$ cat config.mk
export PLATFORM = sky130hd
export DESIGN_NAME = portio_seq
export DESIGN_NICKNAME = d
export VERILOG_FILES = /design/src/rtl/portio_pkg.sv /design/src/rtl/portio_ctrl.sv /design/src/rtl/portio_dp.sv /design/src/rtl/portio_seq.sv
export SDC_FILE = /design/constraint.sdc
export NUM_CORES = 1
export LEC_CHECK = 0
export ABC_AREA = 1
export BUFFER_PORTS_ARGS = -buffer_cell sky130_fd_sc_hd__buf_4
export CAP_MARGIN = 20
export CORE_ASPECT_RATIO = 1.5
export CORE_UTILIZATION = 44
export CTS_CLUSTER_DIAMETER = 50
export DETAILED_ROUTE_END_ITERATION = 8
export GPL_TIMING_DRIVEN = 0
export PLACE_DENSITY_LB_ADDON = 0.3
export SYNTH_ARGS = -nofsm -noshare
export SYNTH_HDL_FRONTEND = slang
export SYNTH_SLANG_ARGS = --single-unit
$ cat constraint.sdc
create_clock -name clk -period 2.1 [get_ports clk]
set_clock_uncertainty 0.1 [all_clocks]
set_input_delay 0.525 -clock clk [delete_from_list [all_inputs] [get_ports clk]]
set_output_delay 0.525 -clock clk [all_outputs]
set_load 0.05 [all_outputs]
$ cat src/rtl/portio_pkg.sv
package portio_pkg;

  typedef enum logic [1:0] {
    PH_IDLE  = 2'd0,
    PH_FETCH = 2'd1,
    PH_MEMRD = 2'd2,
    PH_IO    = 2'd3
  } seqPhase_t;

  typedef enum logic [1:0] {
    ADDR_NONE = 2'd0,
    ADDR_PC   = 2'd1,
    ADDR_PC1  = 2'd2,
    ADDR_PORT = 2'd3
  } addrSel_t;

  // strobes from control to datapath
  typedef struct packed {
    logic     capReq;     // latch request address
    addrSel_t addrSel;    // which address is on the bus
    logic     addrPhase;  // T1: address on low lines
    logic     dataOut;    // write cycle: accumulator on low lines
    logic     portLd;     // capture port byte from data lines
    logic     accCap;     // capture input byte into accumulator
    logic     accWrOk;    // external accumulator load permitted
  } seqStrobe_t;

endpackage

$ cat src/rtl/portio_ctrl.sv
module portio_ctrl
  import portio_pkg::*;
#(
  parameter int FETCH_T = 4,
  parameter int MEMRD_T = 3,
  parameter int IO_T    = 3
) (
  input  logic       clk,
  input  logic       rstN,
  input  logic       reqValid,
  input  logic       reqIsOut,
  output seqStrobe_t strobe,
  output logic       ale,
  output logic       rdN,
  output logic       wrN,
  output logic       ioM,
  output logic       busy,
  output logic       done
);

  localparam int MAX_T = (FETCH_T > MEMRD_T) ?
                         ((FETCH_T > IO_T) ? FETCH_T : IO_T) :
                         ((MEMRD_T > IO_T) ? MEMRD_T : IO_T);
  localparam int TW = $clog2(MAX_T + 1);
  localparam logic [TW-1:0] T2_IDX = TW'(1);

  seqPhase_t     phase;
  logic [TW-1:0] tIdx;
  logic [TW-1:0] lastIdx;
  logic          isOutQ;
  logic          doneQ;
  logic          accept;
  logic          inT2;
  logic          ioWrite;

  always_comb begin
    case (phase)
      PH_FETCH: lastIdx = TW'(FETCH_T - 1);
      PH_MEMRD: lastIdx = TW'(MEMRD_T - 1);
      PH_IO:    lastIdx = TW'(IO_T - 1);
      default:  lastIdx = '0;
    endcase
  end

  assign busy    = (phase != PH_IDLE);
  assign accept  = !busy && reqValid;
  assign inT2    = busy && (tIdx == T2_IDX);
  assign ioWrite = (phase == PH_IO) && isOutQ;

  always_ff @(posedge clk) begin
    if (!rstN) begin
      phase  <= PH_IDLE;
      tIdx   <= '0;
      isOutQ <= 1'b0;
      doneQ  <= 1'b0;
    end else begin
      doneQ <= 1'b0;
      if (phase == PH_IDLE) begin
        if (reqValid) begin
          phase  <= PH_FETCH;
          tIdx   <= '0;
          isOutQ <= reqIsOut;
        end
      end else if (tIdx == lastIdx) begin
        tIdx <= '0;
        case (phase)
          PH_FETCH: phase <= PH_MEMRD;
          PH_MEMRD: phase <= PH_IO;
          default: begin
            phase <= PH_IDLE;
            doneQ <= 1'b1;
          end
        endcase
      end else begin
        tIdx <= tIdx + TW'(1);
      end
    end
  end

  always_comb begin
    strobe           = '0;
    strobe.capReq    = accept;
    strobe.addrPhase = busy && (tIdx == '0);
    strobe.dataOut   = ioWrite && (tIdx != '0);
    strobe.portLd    = (phase == PH_MEMRD) && inT2;
    strobe.accCap    = (phase == PH_IO) && !isOutQ && inT2;
    strobe.accWrOk   = !busy;
    case (phase)
      PH_FETCH: strobe.addrSel = ADDR_PC;
      PH_MEMRD: strobe.addrSel = ADDR_PC1;
      PH_IO:    strobe.addrSel = ADDR_PORT;
      default:  strobe.addrSel = ADDR_NONE;
    endcase
  end

  assign ale  = busy && (tIdx == '0);
  assign ioM  = (phase == PH_IO);
  assign rdN  = !(inT2 && !ioWrite);
  assign wrN  = !(inT2 && ioWrite);
  assign done = doneQ;

endmodule

$ cat src/rtl/portio_dp.sv
module portio_dp
  import portio_pkg::*;
#(
  parameter int DATA_W = 8
) (
  input  logic                  clk,
  input  logic                  rstN,
  input  seqStrobe_t            strobe,
  input  logic [2*DATA_W-1:0]   pcIn,
  input  logic                  accWrEn,
  input  logic [DATA_W-1:0]     accWrData,
  input  logic [DATA_W-1:0]     adIn,
  output logic [DATA_W-1:0]     adOut,
  output logic                  adOe,
  output logic [DATA_W-1:0]     addrHi,
  output logic [DATA_W-1:0]     acc
);

  localparam int ADDR_W = 2 * DATA_W;

  logic [ADDR_W-1:0] pcQ;
  logic [DATA_W-1:0] portQ;
  logic [DATA_W-1:0] accQ;
  logic [ADDR_W-1:0] portAddr;
  logic [ADDR_W-1:0] busAddr;

  // port number replicated into both address halves
  for (genvar g = 0; g < 2; g++) begin : gPortRep
    assign portAddr[g*DATA_W +: DATA_W] = portQ;
  end

  always_ff @(posedge clk) begin
    if (!rstN) begin
      pcQ   <= '0;
      portQ <= '0;
      accQ  <= '0;
    end else begin
      if (strobe.capReq) pcQ <= pcIn;
      if (strobe.portLd) portQ <= adIn;
      if (strobe.accCap)
        accQ <= adIn;
      else if (strobe.accWrOk && accWrEn)
        accQ <= accWrData;
    end
  end

  always_comb begin
    case (strobe.addrSel)
      ADDR_PC:   busAddr = pcQ;
      ADDR_PC1:  busAddr = pcQ + ADDR_W'(1);
      ADDR_PORT: busAddr = portAddr;
      default:   busAddr = '0;
    endcase
  end

  always_comb begin
    adOe  = strobe.addrPhase || strobe.dataOut;
    adOut = '0;
    if (strobe.addrPhase)
      adOut = busAddr[DATA_W-1:0];
    else if (strobe.dataOut)
      adOut = accQ;
  end

  assign addrHi = busAddr[ADDR_W-1:DATA_W];
  assign acc    = accQ;

endmodule

$ cat src/rtl/portio_seq.sv
module portio_seq
  import portio_pkg::*;
#(
  parameter int DATA_W  = 8,
  parameter int FETCH_T = 4,
  parameter int MEMRD_T = 3,
  parameter int IO_T    = 3
) (
  input  logic                clk,
  input  logic                rstN,
  input  logic                reqValid,
  input  logic                reqIsOut,
  input  logic [2*DATA_W-1:0] pcIn,
  input  logic                accWrEn,
  input  logic [DATA_W-1:0]   accWrData,
  input  logic [DATA_W-1:0]   adIn,
  output logic [DATA_W-1:0]   adOut,
  output logic                adOe,
  output logic [DATA_W-1:0]   addrHi,
  output logic                ioM,
  output logic                ale,
  output logic                rdN,
  output logic                wrN,
  output logic                busy,
  output logic                done,
  output logic [DATA_W-1:0]   acc
);

  seqStrobe_t strobe;

  portio_ctrl #(
    .FETCH_T(FETCH_T),
    .MEMRD_T(MEMRD_T),
    .IO_T   (IO_T)
  ) u_ctrl (
    .clk     (clk),
    .rstN    (rstN),
    .reqValid(reqValid),
    .reqIsOut(reqIsOut),
    .strobe  (strobe),
    .ale     (ale),
    .rdN     (rdN),
    .wrN     (wrN),
    .ioM     (ioM),
    .busy    (busy),
    .done    (done)
  );

  portio_dp #(
    .DATA_W(DATA_W)
  ) u_dp (
    .clk      (clk),
    .rstN     (rstN),
    .strobe   (strobe),
    .pcIn     (pcIn),
    .accWrEn  (accWrEn),
    .accWrData(accWrData),
    .adIn     (adIn),
    .adOut    (adOut),
    .adOe     (adOe),
    .addrHi   (addrHi),
    .acc      (acc)
  );

endmodule

After elaboration in Yosys (flattened, before gate mapping)
Index checks and enable logic that the tools add are counted.

word-level totals
  output and inout bits = 31
  input bits = 37
  word-level logic and storage cells = 63
  bits in registers = 39

cells by class
  equal/unequal tests = 9
  muxes and demuxes = 15
  reductions and logical operators = 28
  bitwise logic cells = 2
  add/subtract/negate cells = 2

operators by type and width
  kind                                                             count
  16-bit case mux with 3 select lines                              1
  8-bit two-way mux                                                4
  16-bit by 1-bit adder with 16-bit output, second input constant  1
  1-bit logical AND                                                11
  3-bit two-way mux                                                3
  2-bit == test, second input constant                             4
  2-bit case mux with 2 select lines                               2
  2-bit two-way mux                                                3
  2-bit case mux with 3 select lines                               1
  2-bit nonzero test                                               3
  1-bit zero test                                                  5
  2-bit by 1-bit == test with 1-bit output, second input constant  2
  2-bit AND reduction                                              2
  2-bit OR reduction                                               2
  3-bit by 1-bit adder with 3-bit output, second input constant    1
  3-bit by 1-bit == test with 1-bit output, second input constant  1
  3-bit by 2-bit == test with 1-bit output                         1
  3-bit zero test                                                  1
  3-bit nonzero test                                               1
  3-bit OR reduction                                               1
  2-bit zero test                                                  1
  2-bit != test, second input constant                             1
  1-bit inverter                                                   2
  1-bit logical OR                                                 1
  1-bit two-way mux                                                1

Logic depth before layout (Yosys ltp)
Gate-level depths: netlist of the first run.

  word-level depth = 6
  depth in mapped cells = 10
  gate-level depth less buffers = 10

Cells and area by module
From an unflattened synthesis of the first run, not the netlist that was laid out.

unflattened totals
  cells, all modules = 373
  area total of the unflattened synthesis = 2474.9 um^2

modules (own cells, without submodules)
  module       times used  area each (um^2)  cells each  sequential area each (um^2)
  portio_dp    1           1940.6            300         640.6
  portio_ctrl  1           534.3             73          140.1

Least setup slack after synthesis of the first run
No wires, ideal clock.

  path type = register -> output
  from = register u_ctrl.phase[0]
  to = output port adOut[3]
  path slack = -1.029 ns
  buffers on the path = 1
  arrival time = 2.504 ns
  required time = 1.475 ns
  cell stages (with the launch flop) = 7
  path through = dfxtp_1 ha_1 buf_2 nand2_1 inv_1 nand2_1 o21ai_0

on the way
  longest elaborated chain between the ends = 5
  elaborated cells on any way between the ends = 14

RTL lines
  element                                                                   line                                  text
  start: declaration                                                        portio_ctrl.sv:27                     seqPhase_t phase;
  start signal: assignment                                                  portio_ctrl.sv:52                     phase <= PH_IDLE;
  start signal: assignment                                                  portio_ctrl.sv:60                     phase <= PH_FETCH;
  start signal: assignment                                                  portio_ctrl.sv:67                     PH_FETCH: phase <= PH_MEMRD;
  2-bit == test *                                                           n/a
  net ioM                                                                   portio_seq.sv:20                      output logic ioM,
  2-bit case mux with 3 select lines or 1-bit logical AND (tied branches)   portio_ctrl.sv:88, portio_ctrl.sv:48
  2-bit == test (tied with other cells)                                     portio_dp.sv:48                       case (strobe.addrSel)
  16-bit case mux with 3 select lines or 8-bit two-way mux (tied branches)  portio_dp.sv:48, portio_dp.sv:61
  8-bit two-way mux *                                                       portio_dp.sv:59                       if (strobe.addrPhase)
  end: declaration                                                          portio_seq.sv:17                      output logic [DATA_W-1:0] adOut,

Mark *: on every way through the listed nets, which the timed path passes. The rest lies on a longest branch.

Final worst setup path of the first run
  from = register u_dp.pcQ[1]
  to = output port addrHi[0]

on the way
  longest elaborated chain between the ends = 2

RTL lines
  element                                   line              text
  start: declaration                        portio_dp.sv:21   logic [ADDR_W-1:0] pcQ;
  start signal: assignment                  portio_dp.sv:38   if (strobe.capReq) pcQ <= pcIn;
  16-bit by 1-bit adder with 16-bit output  portio_dp.sv:50   ADDR_PC1: busAddr = pcQ + ADDR_W'(1);
  16-bit case mux with 3 select lines       portio_dp.sv:48
  end: declaration                          portio_seq.sv:19  output logic [DATA_W-1:0] addrHi,

Every way passes these cells.

==> impl_metrics.xml, run 1 <==
<?xml version="1.0" encoding="UTF-8"?>
<metrics>
  <group name="logic_synthesis">
    <metric name="library_cell_occupying_the_most_area_in_the_post_synthesis_netlist" unit="">dfxtp_1</metric>
    <metric name="synth_enable_flop_cells" unit="">0</metric>
    <metric name="synth.distinct_cells" unit="">24</metric>
    <metric name="yosys_warnings" unit="">0</metric>
    <metric name="post_synthesis_sequential_element_count" unit="">39</metric>
    <metric name="main_area_contributors_after_synthesis" unit="">dfxtp_1 32%, nand2_1 13%, o21ai_0 9.7%</metric>
    <metric name="yosysTopAreaCellShare" unit="%">32.1</metric>
    <metric name="synth_sequential_area_ratio" unit="%">32.1</metric>
    <metric name="synth_top_cells_by_count" unit="">86 x nand2_1, 47 x o21ai_0, 45 x inv_1</metric>
    <metric name="post-synth-top-count-cell" unit="">nand2_1</metric>
    <metric name="cells_after_synth" unit="">390</metric>
    <metric name="ys.flop_type" unit="">dfxtp_1</metric>
    <metric name="asyncSetResetFlopFracSynth" unit="%">0</metric>
    <metric name="avgSynthCellArea" unit="sq um">6.24</metric>
    <metric name="postSynthNetCount" unit="">437</metric>
    <metric name="synth.cell_area" unit="sq um">2430</metric>
  </group>
  <group name="drt">
    <metric name="routed-via-count" unit="">3105</metric>
    <metric name="routed_wire_length_per_instance" unit="um">16.1</metric>
    <metric name="detail_route.first_pass.iterations" unit="">6</metric>
    <metric name="drt_iter0_markers" unit="">265</metric>
    <metric name="antenna_left" unit="">0</metric>
    <metric name="drt_drc_violations_left" unit="">0</metric>
    <metric name="vias_per_cell" unit="">5.66</metric>
    <metric name="finalWirelength" unit="mm">8.84</metric>
  </group>
  <group name="power">
    <metric name="power.static_leakage" unit="nW">1.67</metric>
    <metric name="power_per_cell_area" unit="nW/um^2">1100</metric>
    <metric name="ir_worst_vdd" unit="mV">0.701</metric>
  </group>
  <group name="die">
    <metric name="floorplan.rows" unit="">32</metric>
    <metric name="io-pin-count" unit="">68</metric>
    <metric name="core_area" unit="sq um">5250</metric>
    <metric name="die_x" unit="um">62.7</metric>
    <metric name="die_h" unit="um">93.1</metric>
    <metric name="die_area" unit="sq um">5840</metric>
    <metric name="initial_core_util" unit="%">46.4</metric>
  </group>
  <group name="global_routing">
    <metric name="via_count_of_the_first_global_routing_pass" unit="">2974</metric>
    <metric name="grt.total_usage" unit="%">29.2</metric>
    <metric name="grt_antenna_before_repair" unit="">0</metric>
    <metric name="grt_max_degree" unit="">13</metric>
    <metric name="grt_pass1_wl" unit="mm">13.4</metric>
    <metric name="globalRoute.totalOverflow" unit="">0</metric>
  </group>
  <group name="setup_path">
    <metric name="critical_path_buf_inv_count" unit="">2</metric>
    <metric name="worst_path_maximum_fanout" unit="">5</metric>
    <metric name="worst_ep_required_time" unit="ns">1.47</metric>
    <metric name="worst_path_largest_cell_delay" unit="ns">0.40</metric>
    <metric name="crit_slowest_cell" unit="">dfxtp_4</metric>
    <metric name="worst-endpoint-arrival" unit="ns">1.74</metric>
    <metric name="cp_top_family" unit="">flip-flops</metric>
    <metric name="critical_path_startpoint_category" unit="">flop</metric>
    <metric name="timing.critical_path.to_type" unit="">output pin</metric>
    <metric name="critical_path_class" unit="">flop to output pin</metric>
    <metric name="critical_path.cell_chain" unit="">ha_4 -&gt; nand2_4 -&gt; inv_4 -&gt; nand2_2 -&gt; o21bai_1 -&gt; nand3_1 -&gt; a21oi_2 -&gt; buf_6</metric>
  </group>
  <group name="cts">
    <metric name="cts_max_level" unit="">2</metric>
    <metric name="buffers_from_clock_root_to_sink_at_most" unit="">2</metric>
    <metric name="worstSkewPairLatency" unit="ns">0.30</metric>
    <metric name="cts.reportedPaths.clkPinSlew" unit="ns">0.08</metric>
    <metric name="tritoncts_num_sinks" unit="">39</metric>
    <metric name="tritoncts" unit="">built</metric>
    <metric name="clock_tree.root_cell" unit="">clkbuf_8</metric>
    <metric name="cts_made_buffers" unit="">5</metric>
    <metric name="post_cts_hold_buffer_count" unit="">0</metric>
  </group>
  <group name="timing">
    <metric name="fin_crit_sh" unit="%">113</metric>
    <metric name="slew_viol_final" unit="">0</metric>
    <metric name="post_layout_min_period" unit="ns">2.37</metric>
    <metric name="setup-violations-final" unit="">20</metric>
    <metric name="relSlewSlack" unit="%">63.1</metric>
    <metric name="grt_setup_unrepaired" unit="">true</metric>
    <metric name="timing_worst_slew_pin_value" unit="ns">0.553</metric>
    <metric name="final-hold-violation-count" unit="">0</metric>
    <metric name="timing.final.ws_setup" unit="ns">-0.265</metric>
    <metric name="max_freq" unit="MHz">423</metric>
  </group>
  <group name="cells_and_area">
    <metric name="fraction_of_layout_cells_with_a_size_suffix_above_1" unit="%">42.0</metric>
    <metric name="finalNetCount" unit="">527</metric>
    <metric name="area_delta_synth_final" unit="%">60.9</metric>
    <metric name="final_core_util" unit="%">74.6</metric>
    <metric name="final_cell_count_no_fill" unit="">549</metric>
    <metric name="diodes" unit="">0</metric>
  </group>
  <group name="hold_path">
    <metric name="worstHoldPathType" unit="">flop to flop</metric>
  </group>
  <group name="placement">
    <metric name="placement.io_buffers" unit="">66</metric>
    <metric name="final_weighted_congestion_in_routability_driven_placement" unit="">0.917</metric>
    <metric name="dp_hpwl" unit="mm">5.94</metric>
    <metric name="post-place-cells" unit="">524</metric>
  </group>
  <group name="outcome">
    <metric name="failed_checks" unit="">setup timing</metric>
    <metric name="outcome" unit="">finished, violations left</metric>
  </group>
  <group name="job">
    <metric name="cap_viol_max_count" unit="">0</metric>
  </group>
</metrics>
## path summary, 6_finish.rpt
kind / start / to / slack, ns / cells past startpoint
worst max-delay path: u_dp.pcQ[1] / addrHi[0] / -0.27 / 8
worst min register to register: u_dp.portQ[6] / u_dp.portQ[6] / 0.37 / 2
worst max register to register: u_ctrl.phase[0] / u_dp.acc[4] / 0.18 / 11
worst min-delay path: u_dp.portQ[6] / u_dp.portQ[6] / 0.37 / 2
## cells in the final DEF, fill, tap and decap left out, types with 6 or more instances in the layout
| master | n |
|---|---|
| o21ai_0 | 35 |
| dfxtp_1 | 24 |
| o21ai_2 | 8 |
| buf_6 | 20 |
| nor2_1 | 34 |
| dfxtp_4 | 10 |
| nand2_1 | 65 |
| nor3_1 | 9 |
| nand3_2 | 8 |
| buf_4 | 61 |
| a21oi_1 | 27 |
| a21oi_2 | 10 |
| clkbuf_8 | 7 |
| nand2_4 | 10 |
| o21ai_1 | 7 |
| clkbuf_1 | 6 |
| nand3_1 | 24 |
| nor2_4 | 8 |
| nand2_2 | 13 |
| inv_1 | 35 |
## state kept, by name, summed over array words and instances, names as in the netlist
name / count
u_ctrl.done: 1
u_ctrl.isOutQ: 1
u_ctrl.phase: 2
u_ctrl.tIdx: 3
u_dp.acc: 8
u_dp.pcQ: 16
u_dp.portQ: 8
## routing by layer
layer  routed length (um)  track usage, %
met5                    0               0
met2                 4770            56.3
met1                 3140            29.1
met3                  540            4.39
met4                  390            17.2
## cell families (layout without fill, tap and decap cells)
family | count (synthesis) | count (layout) | share of synthesized area [%]
flip-flops | 39 | 39 | 32.1
buffers and inverters | 63 | 154 | 10.1
AO/OA/AOI/OAI | 98 | 98 | 20.6
adder cells (fa/ha/maj) | 10 | 10 | 5.14
AND/OR/NAND/NOR | 180 | 180 | 32.0
## metrics by stage
stage	setup TNS, ns	cell area (sq um)	hold WS (ns)	power, W	worst slack [ns]
after floorplan	-0.429	2620	0.341	0.00246	-0.0551
after global routing	-4.37	3910	0.389	0.00451	-0.345
after CTS	-2.79	3690	0.367	0.00404	-0.223
after detailed placement	-1.06	3200	0.355	0.00300	-0.205
final	-3.17	3910	0.367	0.00429	-0.265
after global placement	-0.812	3200	0.350	0.00297	-0.208
## layout make-up
type,instances,area [sq um]
Clock inverter,1,5.00
Buffer,13,92.6
Sequential cell,39,825
Fill cell,390,1330
Inverter,48,208
Tap cell,68,85.1
Clock buffer,7,108
Timing Repair Buffer,85,741
Multi-Input combinational cell,288,1850
## worst reg2reg max path, delay by kind of cell (launching register included)
kind / cells / cell delay, ns
AO/OA/AOI/OAI: 1 / 0.11
flip-flops: 1 / 0.42
buffers and inverters: 5 / 0.48
adder cells (fa/ha/maj): 1 / 0.18
AND/OR/NAND/NOR: 4 / 0.57
## what timing repair did
| item | CTS | global route |
|---|---|---|
| gates resized for setup | 97 | 51 |
| setup buffers | 12 | 7 |
| setup endpoints to repair | 20 | 20 |
| gates cloned | 1 | 0 |
| hold endpoints to repair | 0 | 0 |
| pin swaps | 15 | 15 |
## report_power, final
part / internal, W / switching [W] / leakage, nW
combinational: 0.000931 / 0.00157 / 1.29
sequential: 0.000940 / 0.000229 / 0.328
clock: 0.000337 / 0.000287 / 0.0594
No activity file was read; power rests on OpenSTA's default activity.
==> run 2: changes to the inputs <==
CORE_MARGIN = 8   (was not set)
clock period = 2.7 ns   (was 2.1 ns; I/O delays follow)
==> run 2 against run 1 <==
The run now ends clean. Highest routed layer unchanged. Total power shrank 38%. Non-clock buffer count shrank 16. Largest power group unchanged. First-iteration DRC count shrank 49%. Critical endpoint is now adOut[1]. Via count shrank 9.7%.
==> impl_metrics.xml, run 2 (synthesis gave the netlist of run 1 again) <==
<?xml version="1.0" encoding="UTF-8"?>
<metrics>
  <group name="cts">
    <metric name="buffers_from_clock_root_to_sink_at_most" unit="">2</metric>
    <metric name="clock_tree.root_cell" unit="">clkbuf_8</metric>
    <metric name="cts_made_buffers" unit="">5</metric>
    <metric name="cts.reportedPaths.clkPinSlew" unit="ns">0.08</metric>
    <metric name="cts_max_level" unit="">2</metric>
    <metric name="worstSkewPairLatency" unit="ns">0.29</metric>
    <metric name="tritoncts" unit="">built</metric>
    <metric name="post_cts_hold_buffer_count" unit="">0</metric>
    <metric name="tritoncts_num_sinks" unit="">39</metric>
  </group>
  <group name="drt">
    <metric name="antenna_left" unit="">0</metric>
    <metric name="routed_wire_length_per_instance" unit="um">15.0</metric>
    <metric name="detail_route.first_pass.iterations" unit="">5</metric>
    <metric name="routed-via-count" unit="">2804</metric>
    <metric name="drt_iter0_markers" unit="">135</metric>
    <metric name="drt_drc_violations_left" unit="">0</metric>
    <metric name="vias_per_cell" unit="">5.24</metric>
    <metric name="finalWirelength" unit="mm">8.02</metric>
  </group>
  <group name="global_routing">
    <metric name="grt_pass1_wl" unit="mm">13.0</metric>
    <metric name="grt.total_usage" unit="%">19.2</metric>
    <metric name="via_count_of_the_first_global_routing_pass" unit="">2918</metric>
    <metric name="grt_max_degree" unit="">12</metric>
    <metric name="globalRoute.totalOverflow" unit="">0</metric>
    <metric name="grt_antenna_before_repair" unit="">0</metric>
  </group>
  <group name="cells_and_area">
    <metric name="fraction_of_layout_cells_with_a_size_suffix_above_1" unit="%">24.7</metric>
    <metric name="final_cell_area" unit="sq um">3200</metric>
    <metric name="diodes" unit="">0</metric>
    <metric name="registers.top_by_ff_count" unit="">u_dp.pcQ</metric>
    <metric name="area.sequential" unit="sq um">785</metric>
    <metric name="multi_input_area" unit="sq um">1470</metric>
    <metric name="layout_commonest_cell" unit="">nand2_1</metric>
    <metric name="final_core_util" unit="%">59.1</metric>
    <metric name="finalNetCount" unit="">511</metric>
    <metric name="area_delta_synth_final" unit="%">31.4</metric>
    <metric name="num-fill-cells" unit="">547</metric>
    <metric name="number_of_flip_flops_under_the_largest_register_name" unit="">16</metric>
    <metric name="layout_common_cells" unit="">85 x nand2_1, 65 x buf_4, 45 x o21ai_0</metric>
  </group>
  <group name="die">
    <metric name="floorplan.rows" unit="">33</metric>
    <metric name="die_area" unit="sq um">8210</metric>
    <metric name="io-pin-count" unit="">68</metric>
    <metric name="initial_core_util" unit="%">45.0</metric>
    <metric name="die_h" unit="um">107</metric>
    <metric name="die_x" unit="um">76.7</metric>
    <metric name="core_area" unit="sq um">5410</metric>
  </group>
  <group name="hold_path">
    <metric name="worstHoldPathType" unit="">flop to flop</metric>
    <metric name="worstHoldEndpoint" unit="">u_dp.portQ[1]</metric>
    <metric name="origin_of_the_worst_min_delay_path" unit="">u_dp.portQ[1]</metric>
    <metric name="hold_path_depth" unit="">2</metric>
  </group>
  <group name="placement">
    <metric name="final_weighted_congestion_in_routability_driven_placement" unit="">0.897</metric>
    <metric name="placedInstanceArea" unit="sq um">3060</metric>
    <metric name="dp_hpwl" unit="mm">6.40</metric>
    <metric name="placement.io_buffers" unit="">66</metric>
  </group>
  <group name="setup_path">
    <metric name="crit_slowest_cell" unit="">dfxtp_1</metric>
    <metric name="worst_path_maximum_fanout" unit="">10</metric>
    <metric name="crit-reg2reg-capture" unit="">u_dp.pcQ[1]</metric>
    <metric name="regToRegStartpoint" unit="">u_ctrl.phase[1]</metric>
    <metric name="critical_path_startpoint_category" unit="">flop</metric>
    <metric name="worst_ep_required_time" unit="ns">1.92</metric>
    <metric name="worst_path_largest_cell_delay" unit="ns">0.40</metric>
    <metric name="critical_path_class" unit="">flop to output pin</metric>
    <metric name="timing.critical_path.to_type" unit="">output pin</metric>
    <metric name="regToRegSetupSlack" unit="ns">0.86</metric>
    <metric name="most_frequent_cp_cell" unit="">inv_2</metric>
    <metric name="reg2reg_depth" unit="">7</metric>
    <metric name="critical_path.cell_chain" unit="">inv_2 -&gt; ha_2 -&gt; buf_4 -&gt; nor2_4 -&gt; inv_2 -&gt; o22ai_2 -&gt; buf_6</metric>
    <metric name="worst-endpoint-arrival" unit="ns">1.82</metric>
  </group>
  <group name="power">
    <metric name="ir_worst_vdd" unit="mV">0.657</metric>
    <metric name="power_per_cell_area" unit="nW/um^2">832</metric>
    <metric name="power" unit="W">0.00266</metric>
    <metric name="power.static_leakage" unit="nW">1.40</metric>
  </group>
  <group name="timing">
    <metric name="fin_setup_tns" unit="ns">0</metric>
    <metric name="setup-violations-final" unit="">0</metric>
    <metric name="slew_viol_final" unit="">0</metric>
    <metric name="timing_worst_slew_pin_value" unit="ns">0.600</metric>
    <metric name="post_layout_min_period" unit="ns">2.59</metric>
    <metric name="grt_setup_unrepaired" unit="">false</metric>
    <metric name="final-hold-violation-count" unit="">0</metric>
    <metric name="max_freq" unit="MHz">386</metric>
    <metric name="fin_crit_sh" unit="%">96.0</metric>
    <metric name="relSlewSlack" unit="%">60.0</metric>
  </group>
  <group name="job">
    <metric name="cap_viol_max_count" unit="">0</metric>
  </group>
  <group name="outcome">
    <metric name="outcome" unit="">complete, no violations</metric>
  </group>
</metrics>
-- run 2: cell count changes in the layout (fill, tap and decap cells not counted), sizes merged --
cell / change
inv: +1
buf: -16
clkinv: -1
-- run 2: timing repair --
action | in CTS | in global routing
resized for setup | 8 | 15
pin swaps | 1 | 1
buffers inserted | 0 | 1
endpoints found under the setup margin | 9 | 19
-- run 2: critical path, delay by kind of cell (launching register included) --
family	cells	cell delay, ns
compound gates	1	0.14
buf+inv	4	0.56
simple gates	1	0.20
fa+ha+maj	1	0.21
flops	1	0.40
-- run 2: final cells by class --
type	instances	area share, %
multi-input cells	288	45.9
flip-flops and latches	39	24.5
plain buffers	15	2.31
clock inverters	1	0.157
repair buffers	67	16.3
clock buffers	7	2.39
inverters	48	5.64
well taps	70	2.74
-- run 2: through the flow --
stage          hold WS [ns]  std cells  setup WS, ns
5_1_grt               0.383        535      0.000969
2_1_floorplan         0.341        390        -0.248
3_3_place_gp          0.352        526         0.133
3_5_place_dp          0.359        526         0.139
4_1_cts               0.369        534       0.00201
6_report              0.370        535         0.108
-- run 2: worst max path at each step --
stage                     from        to  slack (ns)
2_1_floorplan  u_ctrl.phase[0]  adOut[3]       -0.25
3_3_place_gp   u_ctrl.phase[0]  adOut[1]        0.13
3_5_place_dp   u_ctrl.phase[0]  adOut[1]        0.14
4_1_cts        u_ctrl.phase[1]  adOut[7]       0.002
5_1_grt        u_ctrl.phase[0]  adOut[5]       0.001
6_report       u_ctrl.phase[1]  adOut[1]        0.11
-- run 2: power breakdown --
group          total (W)  switching (W)  internal [W]
clock network   0.000390       0.000208      0.000182
registers       0.000838       0.000133      0.000704
logic            0.00143       0.000992      0.000441
-- run 2: layer usage --
layer  GRT usage [%]  part of all wire, %  wire (um)
met2            37.3                   54       4340
met4            7.87                  1.8        147
met3            4.02                  5.6        453
met1            19.2                   38       3090
met5               0                    0          0
==> run 3: changes to the inputs <==
CELL_PAD_IN_SITES_DETAIL_PLACEMENT = 1   (was not set)
CELL_PAD_IN_SITES_GLOBAL_PLACEMENT = 2   (was not set)
CORE_UTILIZATION = 27   (was 44)
REMOVE_ABC_BUFFERS = 1   (was not set)
==> run 3 against run 2 <==
Count of clock-buffer cells in the layout is 1 lower. Combinational power about the same. First-iteration DRC count decreased by 19%. Total power is 14% higher.
==> impl_metrics.xml, run 3 (synthesis gave the netlist of run 1 again) <==
<?xml version="1.0" encoding="UTF-8"?>
<metrics>
  <group name="outcome">
    <metric name="outcome" unit="">complete, no violations</metric>
  </group>
  <group name="cells_and_area">
    <metric name="final_core_util" unit="%">38.1</metric>
    <metric name="layout_common_cells" unit="">84 x nand2_1, 71 x buf_4, 44 x o21ai_0</metric>
    <metric name="number_of_flip_flops_under_the_largest_register_name" unit="">16</metric>
    <metric name="area_delta_synth_final" unit="%">37.6</metric>
    <metric name="finalNetCount" unit="">503</metric>
    <metric name="num-fill-cells" unit="">1119</metric>
    <metric name="fraction_of_layout_cells_with_a_size_suffix_above_1" unit="%">24.5</metric>
    <metric name="layout_commonest_cell" unit="">nand2_1</metric>
    <metric name="registers.top_by_ff_count" unit="">u_dp.pcQ</metric>
    <metric name="diodes" unit="">0</metric>
    <metric name="final_cell_area" unit="sq um">3350</metric>
  </group>
  <group name="drt">
    <metric name="finalWirelength" unit="mm">8.94</metric>
    <metric name="routed_wire_length_per_instance" unit="um">15.8</metric>
    <metric name="met2RoutedLength" unit="mm">4.86</metric>
    <metric name="drt_drc_violations_left" unit="">0</metric>
    <metric name="top_layer_used" unit="">met4</metric>
    <metric name="routed-via-count" unit="">2750</metric>
    <metric name="detail_route.first_pass.iterations" unit="">4</metric>
    <metric name="antenna_left" unit="">0</metric>
    <metric name="vias_per_cell" unit="">4.85</metric>
    <metric name="routed-wl-met3" unit="um">307</metric>
    <metric name="route.layer.met1.wl" unit="mm">3.63</metric>
    <metric name="drt_iter0_markers" unit="">110</metric>
  </group>
  <group name="global_routing">
    <metric name="via_count_of_the_first_global_routing_pass" unit="">3096</metric>
    <metric name="globalRoute.totalOverflow" unit="">0</metric>
    <metric name="grt.total_usage" unit="%">15.2</metric>
    <metric name="grt_max_degree" unit="">31</metric>
    <metric name="grt_antenna_before_repair" unit="">0</metric>
    <metric name="grt_pass1_wl" unit="mm">15.1</metric>
  </group>
  <group name="placement">
    <metric name="dp_hpwl" unit="mm">7.01</metric>
    <metric name="placement.io_buffers" unit="">67</metric>
    <metric name="final_weighted_congestion_in_routability_driven_placement" unit="">0.824</metric>
    <metric name="placedInstanceArea" unit="sq um">3010</metric>
  </group>
  <group name="die">
    <metric name="die_x" unit="um">93.5</metric>
    <metric name="die_area" unit="sq um">12400</metric>
    <metric name="core_area" unit="sq um">8780</metric>
    <metric name="io-pin-count" unit="">68</metric>
    <metric name="die_h" unit="um">132</metric>
    <metric name="initial_core_util" unit="%">27.7</metric>
    <metric name="floorplan.rows" unit="">42</metric>
  </group>
  <group name="hold_path">
    <metric name="worstHoldPathType" unit="">flop to flop</metric>
    <metric name="origin_of_the_worst_min_delay_path" unit="">u_dp.portQ[3]</metric>
  </group>
  <group name="timing">
    <metric name="grt_setup_unrepaired" unit="">false</metric>
    <metric name="fin_crit_sh" unit="%">95.4</metric>
    <metric name="timing_worst_slew_pin_value" unit="ns">0.439</metric>
    <metric name="post_layout_min_period" unit="ns">2.57</metric>
    <metric name="slew_viol_final" unit="">0</metric>
    <metric name="setup-violations-final" unit="">0</metric>
    <metric name="relSlewSlack" unit="%">70.7</metric>
    <metric name="max_freq" unit="MHz">388</metric>
    <metric name="final-hold-violation-count" unit="">0</metric>
    <metric name="fin_hold_ws" unit="ns">0.364</metric>
  </group>
  <group name="setup_path">
    <metric name="timing.critical_path.to" unit="">adOut[3]</metric>
    <metric name="regToRegSetupSlack" unit="ns">0.81</metric>
    <metric name="crit-reg2reg-capture" unit="">u_dp.acc[3]</metric>
    <metric name="critical_path_class" unit="">flop to output pin</metric>
    <metric name="critical_path_buf_inv_count" unit="">3</metric>
    <metric name="timing.critical_path.to_type" unit="">output pin</metric>
    <metric name="worst_ep_required_time" unit="ns">1.92</metric>
    <metric name="reg2reg_depth" unit="">9</metric>
    <metric name="critical_path_startpoint_category" unit="">flop</metric>
    <metric name="crit_cells" unit="">9</metric>
    <metric name="worst_path_largest_cell_delay" unit="ns">0.36</metric>
    <metric name="cp_top_family" unit="">buffers and inverters</metric>
    <metric name="crit_slowest_cell" unit="">dfxtp_2</metric>
    <metric name="worst_path_maximum_fanout" unit="">10</metric>
    <metric name="worst-endpoint-arrival" unit="ns">1.80</metric>
    <metric name="critical_path.cell_chain" unit="">inv_2 -&gt; ha_4 -&gt; inv_1 -&gt; a21oi_1 -&gt; o21ai_0 -&gt; nand3_1 -&gt; nand2_1 -&gt; o21ai_1 -&gt; buf_6</metric>
    <metric name="regToRegStartpoint" unit="">u_ctrl.phase[0]</metric>
    <metric name="worst_setup_path_startpoint" unit="">u_ctrl.phase[0]</metric>
  </group>
  <group name="cts">
    <metric name="cts_max_level" unit="">2</metric>
    <metric name="cts.reportedPaths.clkPinSlew" unit="ns">0.06</metric>
    <metric name="tritoncts_num_sinks" unit="">39</metric>
    <metric name="clock_tree.root_cell" unit="">clkbuf_16</metric>
    <metric name="worstSkewPairLatency" unit="ns">0.28</metric>
    <metric name="tritoncts" unit="">built</metric>
    <metric name="cts_made_buffers" unit="">5</metric>
    <metric name="buffers_from_clock_root_to_sink_at_most" unit="">2</metric>
  </group>
  <group name="power">
    <metric name="power" unit="W">0.00303</metric>
    <metric name="power_per_cell_area" unit="nW/um^2">904</metric>
    <metric name="power.static_leakage" unit="nW">1.44</metric>
    <metric name="ir_worst_vdd" unit="mV">0.293</metric>
  </group>
  <group name="job">
    <metric name="cap_viol_max_count" unit="">0</metric>
  </group>
</metrics>
run 3: worst min-delay path: cells and delay by family, from the launching register on:
family           cells  cell delay (ns)
flip-flops           1             0.31
AND/OR/NAND/NOR      1             0.06
AO/OA/AOI/OAI        1             0.05
run 3: report_power, final:
| part | internal, W | switching, W | leakage (nW) |
|---|---|---|---|
| logic | 0.000474 | 0.000975 | 1.03 |
| registers | 0.000706 | 0.000161 | 0.321 |
| clock network | 0.000460 | 0.000250 | 0.0868 |
| total | 0.00164 | 0.00139 | 1.44 |
run 3: worst min path at each step:
stage                          to  slack [ns]  cells after the start
floorplan           u_dp.portQ[0]        0.34                      2
global placement    u_dp.portQ[5]        0.35                      2
detailed placement  u_dp.portQ[3]        0.36                      2
CTS                 u_dp.portQ[3]        0.37                      2
global route        u_dp.portQ[3]        0.38                      2
finish              u_dp.portQ[3]        0.36                      2
run 3: timing repair:
item / 4_1_cts / 5_1_grt
cloned: 0 / 0
endpoints found under the setup margin: 22 / 17
buffers inserted: 2 / 4
resized for setup: 15 / 14
pin swaps: 1 / 1
hold buffers: 0 / 0
run 3: area by class of cell:
cell class                 instances  area (sq um)  area share, %
sequential                        39           786           23.5
multi-input combinational        288          1480           44.2
inverter                          48           186           5.57
timing repair buffer              74           583           17.4
clock buffer                       6           139           4.15
clock inverter                     2          35.0           1.05
tap                              110           138           4.11
run 3: metrics by stage:
stage | setup slack [ns] | TNS (ns) | cells
finish | 0.125 | 0 | 567
global route | 0.0000779 | 0 | 567
global placement | -0.350 | -1.17 | 552
detailed placement | -0.395 | -1.42 | 552
floorplan | -0.557 | -3.71 | 375
CTS | 0.0106 | 0 | 562
run 3: metal layers:
metal | up-vias | global-route usage (%)
li1 | 1407 | -
met1 | 1278 | 16.3
met2 | 55 | 28.6
met3 | 10 | 2.74
met4 | 0 | 4.77
met5 | - | 0
